File: src/rtl/lnk_tg_pkg.sv
package lnk_tg_pkg;

    localparam int TG_W = 16;
    localparam int TG_B = TG_W / 8;

    typedef enum logic [1:0] {
        SRC_RAMP  = 2'b00,
        SRC_PRNG  = 2'b01,
        SRC_MARK  = 2'b10,
        SRC_MARK2 = 2'b11
    } src_sel_e;

    typedef enum logic [2:0] {
        ACT_HOLD,
        ACT_CLEAR,
        ACT_MUTE,
        ACT_ALIGN,
        ACT_DATA
    } tg_act_e;

    typedef struct packed {
        logic [TG_W-1:0] data;
        logic [TG_B-1:0] is_k;
        logic            valid;
    } tx_beat_t;

    localparam logic [TG_W-1:0] MARK_COMMON = 16'hDEAD;
    localparam logic [TG_W-1:0] MARK_SPARE0 = 16'hF00D;
    localparam logic [TG_W-1:0] MARK_SPARE1 = 16'hC01D;

    // x^16 + x^14 + x^13 + x^11 + 1, Fibonacci form
    function automatic logic [TG_W-1:0] lfsr_step(input logic [TG_W-1:0] s);
        return {s[TG_W-2:0], s[15] ^ s[13] ^ s[12] ^ s[10]};
    endfunction

endpackage

File: src/rtl/lnk_tg_source.sv
module lnk_tg_source
    import lnk_tg_pkg::*;
#(
    parameter bit              SPARE_LINK = 1'b0,
    parameter logic [TG_W-1:0] LFSR_SEED  = 16'hACE1
) (
    input  logic            clk,
    input  logic            rst,
    input  logic            clr,
    input  logic            adv,
    input  src_sel_e        sel,
    output logic [TG_W-1:0] src_word
);

    logic [TG_W-1:0] ramp_q;
    logic [TG_W-1:0] lfsr_q;

    always_ff @(posedge clk) begin
        if (rst || clr) begin
            ramp_q <= '0;
            lfsr_q <= LFSR_SEED;
        end else if (adv) begin
            ramp_q <= ramp_q + 1'b1;
            lfsr_q <= lfsr_step(lfsr_q);
        end
    end

    generate
        if (SPARE_LINK) begin : g_spare
            always_comb begin
                unique case (sel)
                    SRC_RAMP: src_word = MARK_SPARE0;
                    SRC_PRNG: src_word = MARK_SPARE1;
                    default:  src_word = MARK_COMMON;
                endcase
            end
        end else begin : g_adc
            always_comb begin
                unique case (sel)
                    SRC_RAMP: src_word = ramp_q;
                    SRC_PRNG: src_word = lfsr_q;
                    default:  src_word = MARK_COMMON;
                endcase
            end
        end
    endgenerate

endmodule

File: src/rtl/lnk_tg_errinj.sv
module lnk_tg_errinj (
    input  logic clk,
    input  logic rst,
    input  logic clr,
    input  logic req,
    input  logic consume,
    output logic pend
);

    logic armed_q;
    logic fire;

    assign fire = req && armed_q;

    always_ff @(posedge clk) begin
        if (rst || clr) begin
            armed_q <= 1'b1;
            pend    <= 1'b0;
        end else begin
            if (fire) begin
                armed_q <= 1'b0;
            end else if (!req) begin
                armed_q <= 1'b1;
            end
            pend <= fire || (pend && !consume);
        end
    end

endmodule

File: src/rtl/lnk_testgen.sv
module lnk_testgen
    import lnk_tg_pkg::*;
#(
    parameter bit              SPARE_LINK = 1'b0,
    parameter logic [TG_W-1:0] LFSR_SEED  = 16'hACE1,
    parameter logic [7:0]      ALIGN_CHAR = 8'hBC
) (
    input  logic            clk,
    input  logic            rst,
    input  logic            word_tick,
    input  logic [TG_W-1:0] live_data,
    input  logic            test_en,
    input  logic [1:0]      test_sel,
    input  logic            err_req,
    input  logic            ctl_align,
    input  logic            ctl_inhibit,
    input  logic            ctl_link_rst,
    output logic [TG_W-1:0] tx_word,
    output logic [TG_B-1:0] tx_is_k,
    output logic            tx_valid
);

    tg_act_e         act;
    logic            data_go;
    logic            inj_pend;
    logic [TG_W-1:0] src_word;
    logic [TG_W-1:0] base_word;
    tx_beat_t        beat_d;
    tx_beat_t        beat_q;

    always_comb begin
        if (ctl_link_rst)     act = ACT_CLEAR;
        else if (ctl_inhibit) act = ACT_MUTE;
        else if (!word_tick)  act = ACT_HOLD;
        else if (ctl_align)   act = ACT_ALIGN;
        else                  act = ACT_DATA;
    end

    assign data_go = (act == ACT_DATA);

    lnk_tg_source #(
        .SPARE_LINK (SPARE_LINK),
        .LFSR_SEED  (LFSR_SEED)
    ) src_i (
        .clk      (clk),
        .rst      (rst),
        .clr      (ctl_link_rst),
        .adv      (data_go),
        .sel      (src_sel_e'(test_sel)),
        .src_word (src_word)
    );

    lnk_tg_errinj inj_i (
        .clk     (clk),
        .rst     (rst),
        .clr     (ctl_link_rst),
        .req     (err_req),
        .consume (data_go),
        .pend    (inj_pend)
    );

    assign base_word = test_en ? src_word : live_data;

    always_comb begin
        beat_d = beat_q;
        unique case (act)
            ACT_CLEAR, ACT_MUTE: beat_d = '0;
            ACT_ALIGN: begin
                beat_d.data  = {TG_B{ALIGN_CHAR}};
                beat_d.is_k  = '1;
                beat_d.valid = 1'b1;
            end
            ACT_DATA: begin
                beat_d.data  = base_word ^ {{(TG_W-1){1'b0}}, inj_pend};
                beat_d.is_k  = '0;
                beat_d.valid = 1'b1;
            end
            default: beat_d = beat_q;
        endcase
    end

    always_ff @(posedge clk) begin
        if (rst) beat_q <= '0;
        else     beat_q <= beat_d;
    end

    assign tx_word  = beat_q.data;
    assign tx_is_k  = beat_q.is_k;
    assign tx_valid = beat_q.valid;

endmodule

File: config.mk
export PLATFORM = sky130hd
export DESIGN_NAME = lnk_testgen
export DESIGN_NICKNAME = d
export VERILOG_FILES = /design/src/rtl/lnk_tg_pkg.sv /design/src/rtl/lnk_tg_source.sv /design/src/rtl/lnk_tg_errinj.sv /design/src/rtl/lnk_testgen.sv
export SDC_FILE = /design/constraint.sdc
export NUM_CORES = 1
export LEC_CHECK = 0
export BUFFER_PORTS_ARGS = -buffer_cell sky130_fd_sc_hd__buf_2
export CAP_MARGIN = 40
export CORE_ASPECT_RATIO = 1.5
export CORE_MARGIN = 2
export CORE_UTILIZATION = 59
export DETAILED_ROUTE_END_ITERATION = 16
export GPL_TIMING_DRIVEN = 0
export PLACE_DENSITY_LB_ADDON = 0.15
export SYNTH_ARGS = -nofsm -noshare
export SYNTH_HDL_FRONTEND = slang
export SYNTH_SLANG_ARGS = --single-unit
File: constraint.sdc
create_clock -name clk -period 5 [get_ports clk]
set_clock_uncertainty 0.2 [all_clocks]
set_input_delay 0.5 -clock clk [delete_from_list [all_inputs] [get_ports clk]]
set_output_delay 0.5 -clock clk [all_outputs]
set_load 0.01 [all_outputs]
==> metrics <==
Root Buffer=clkbuf_8; area leader, netlist=dfxtp_1; WP data required=4.99 ns; Core Rows=28; CP max FO=10; I/O pin count=45; final setup fails=0; Placed Instance Area=2641 um2; Filler Cell Count=337; drc violations=0; Max VDD drop=~0.27 mV; total grt overflow=0; number of global-route vias before repair=1,983; min Tclk post-route=2.208 ns; Starting Density=60.94%; antenna violations before repair=0; Total Wirelength=5847 um; fin cells=~380; area grow syn2layout=15.36%; number of buffers created by CTS=5; Syn Std Cell Area=approximately 2400 um2; part of the cycle the worst path needs=44.15%; crit path kind=input port to flop; GPL Wtd Cong=0.8293; Fin Setup TNS=0 ns; fin util=70.30%; die width=55.75 um; Yosys reg bits=52; share of cells above drive strength 1=about 18%; DR vias=2,191; port bufs=41; Post-DRT Antenna Nets=0; Reg area=1041 um2; maximum clock insertion buffer count=2; worst slew pin tran=0.7173 ns; Hold Crit Class=input port to flop; H-tree depth=2; total power=~730 uW; Final Max Tran Viols=0; status=finished clean; Static Leak=0.001154 uW; RSZ-0062 raised after global routing=no; largest net degree at the start of global routing=16; EDFF count, synth=0; Ant. Diodes=0; Max-Cap Viols=0; Synth Instances=288; placed cell count=376; average instance area after synthesis=8.228 um2; CP Data Arrival Time=2.19 ns; Slew HR=51.74%; core area=roughly 4000 um2; cell area after layout=2734 um2; gr usage total=roughly 27%; first-pass GRT wire length=9639 um; hold buffer count at cts=0; Clock Latency Late Sink=a little over 0.3 ns; pwr dens=268.7 nW/um2; fmax=0.4530 GHz; DR iter-0 viols=112; Worst Setup Start Kind=input port; CP Capture Type=flop; Final Hold Viols=0; Synth top area share=43.93%; clock slew at reported path FFs=0.08 ns; library cells used by synthesis=43; final net count=365; area of the multi-input gates=1247 um2; register area share after synthesis=43.93%; Yosys warnings=0; drt pass-1 iters=5; Via density=5.706; TritonCTS clock tree=yes; largest cells by area after synthesis=dfxtp_1 44%, nand2_1 9.3%, a21oi_1 5.3%, mux2i_1 5.1%, nor2_1 4.6%; die area=roughly 4500 um2; Detail Placement HPWL=4281 um; postcts setup bufs=0; die height=between 80 and 90 um; syn_nets=315; WL per Instance=15.23 um; CTS Sinks=52; Resize count post-CTS=0; Synth Flop Type=dfxtp_1; post-synthesis async set-or-reset flop share=0%
-- final timing paths --
kind	to	cells after the start	startpoint	slack [ns]
max reg2reg	src_i.ramp_q[15]	5	src_i.ramp_q[3]	2.99
min reg2reg	tx_word[7]	2	tx_word[7]	0.23
min	inj_i.armed_q	2	err_req	0.16
max	inj_i.pend	7	ctl_inhibit	2.79
-- sequential cells by signal, indices dropped and copies added (netlist names) --
| signal | count |
|---|---|
| inj_i.pend | 1 |
| src_i.ramp_q | 16 |
| inj_i.armed_q | 1 |
| tx_is_k | 1 |
| tx_word | 16 |
| tx_valid | 1 |
| src_i.lfsr_q | 16 |
-- logic make-up (layout without fill, tap and decap cells) --
group | Yosys count | count (layout) | share of synthesized area (%)
muxes | 15 | 15 | 6.494
adders and majority gates | 1 | 1 | 0.5279
DFF | 52 | 52 | 43.93
and+or+nand+nor | 131 | 131 | 26.24
AOI/OAI and AO/OA | 58 | 58 | 15.31
xor gates and xnor gates | 11 | 11 | 4.065
buffers and inverters | 20 | 71 | 3.432
-- worst max-delay path: stages --
cell,delay (ns)
clkbuf_1,0.17
nor3b_1,0.55
nand2b_1,0.15
clkbuf_1,0.27
buf_1,0.30
a22oi_1,0.20
nor2_1,0.05
-- synthesized netlist by cell type (all sizes together) (2+ instances only) --
cell and instances:
a21oi 25, a221o 2, a22oi 7, and2 3
and3 2, and4 2, buf 4, clkbuf 14
dfxtp 52, inv 2, mux2 3, mux2i 12
nand2 59, nand2b 2, nand3 14, nand4 4
nor2 29, nor2b 2, nor3 2, o21ai 10
o221ai 2, o2bb2ai 3, o31ai 4, or4 4
xnor2 5, xor2 6
-- stage by stage --
step                      setup WS (ns)  hold slack, ns
after global routing              2.563          0.1678
after detailed placement          2.517          0.2240
final                             2.792          0.1610
after global placement            2.504          0.2201
after CTS                         2.833          0.1526
after floorplan                   2.862          0.2447
-- power by group --
part / internal (uW) / switching (uW) / leakage (uW) / total (uW)
Combinational: 26.3 / 40.0 / 0.000683 / 66.3
Sequential: 419 / 3.29 / 0.000421 / 422
Clock: 111 / 135 / 0.0000510 / 246
Total: 556 / 179 / 0.00115 / 735
-- per-layer routing --
metal / wire length, um / track usage [%]
met2: 2879 / 47.74
met3: 316 / 4.882
met1: 2459 / 33.14
met4: 191 / 12.20
met5: 0 / 0
-- placed cells by master (no fill, tap or decap), types with 2 or more instances in the layout --
master	count
buf_2	45
xor2_1	6
clkinv_2	2
and2_1	3
and3_1	2
o31ai_1	4
nand2_1	59
or4_1	4
o221ai_1	2
a22oi_1	7
clkbuf_1	14
nor2_1	29
mux2i_1	12
a21oi_1	25
mux2_2	3
o21ai_0	10
dfxtp_1	52
nor3_1	2
nand3_1	13
xnor2_1	5
clkbuf_8	6
o2bb2ai_1	3
a221o_1	2
and4_1	2
nand2b_1	2
nor2b_1	2
inv_1	2
nand4_1	4
-- final cells by class --
| type | count | area share [%] |
|---|---|---|
| Multi-Input combinational cell | 216 | 45.63 |
| Sequential cell | 52 | 38.08 |
| Timing Repair Buffer | 43 | 7.872 |
| Clock buffer | 6 | 3.021 |
| Buffer | 18 | 2.700 |
| Tap cell | 45 | 2.059 |
| Clock inverter | 2 | 0.3661 |
| Inverter | 2 | 0.2746 |
Power figures use the tool's default switching activity.
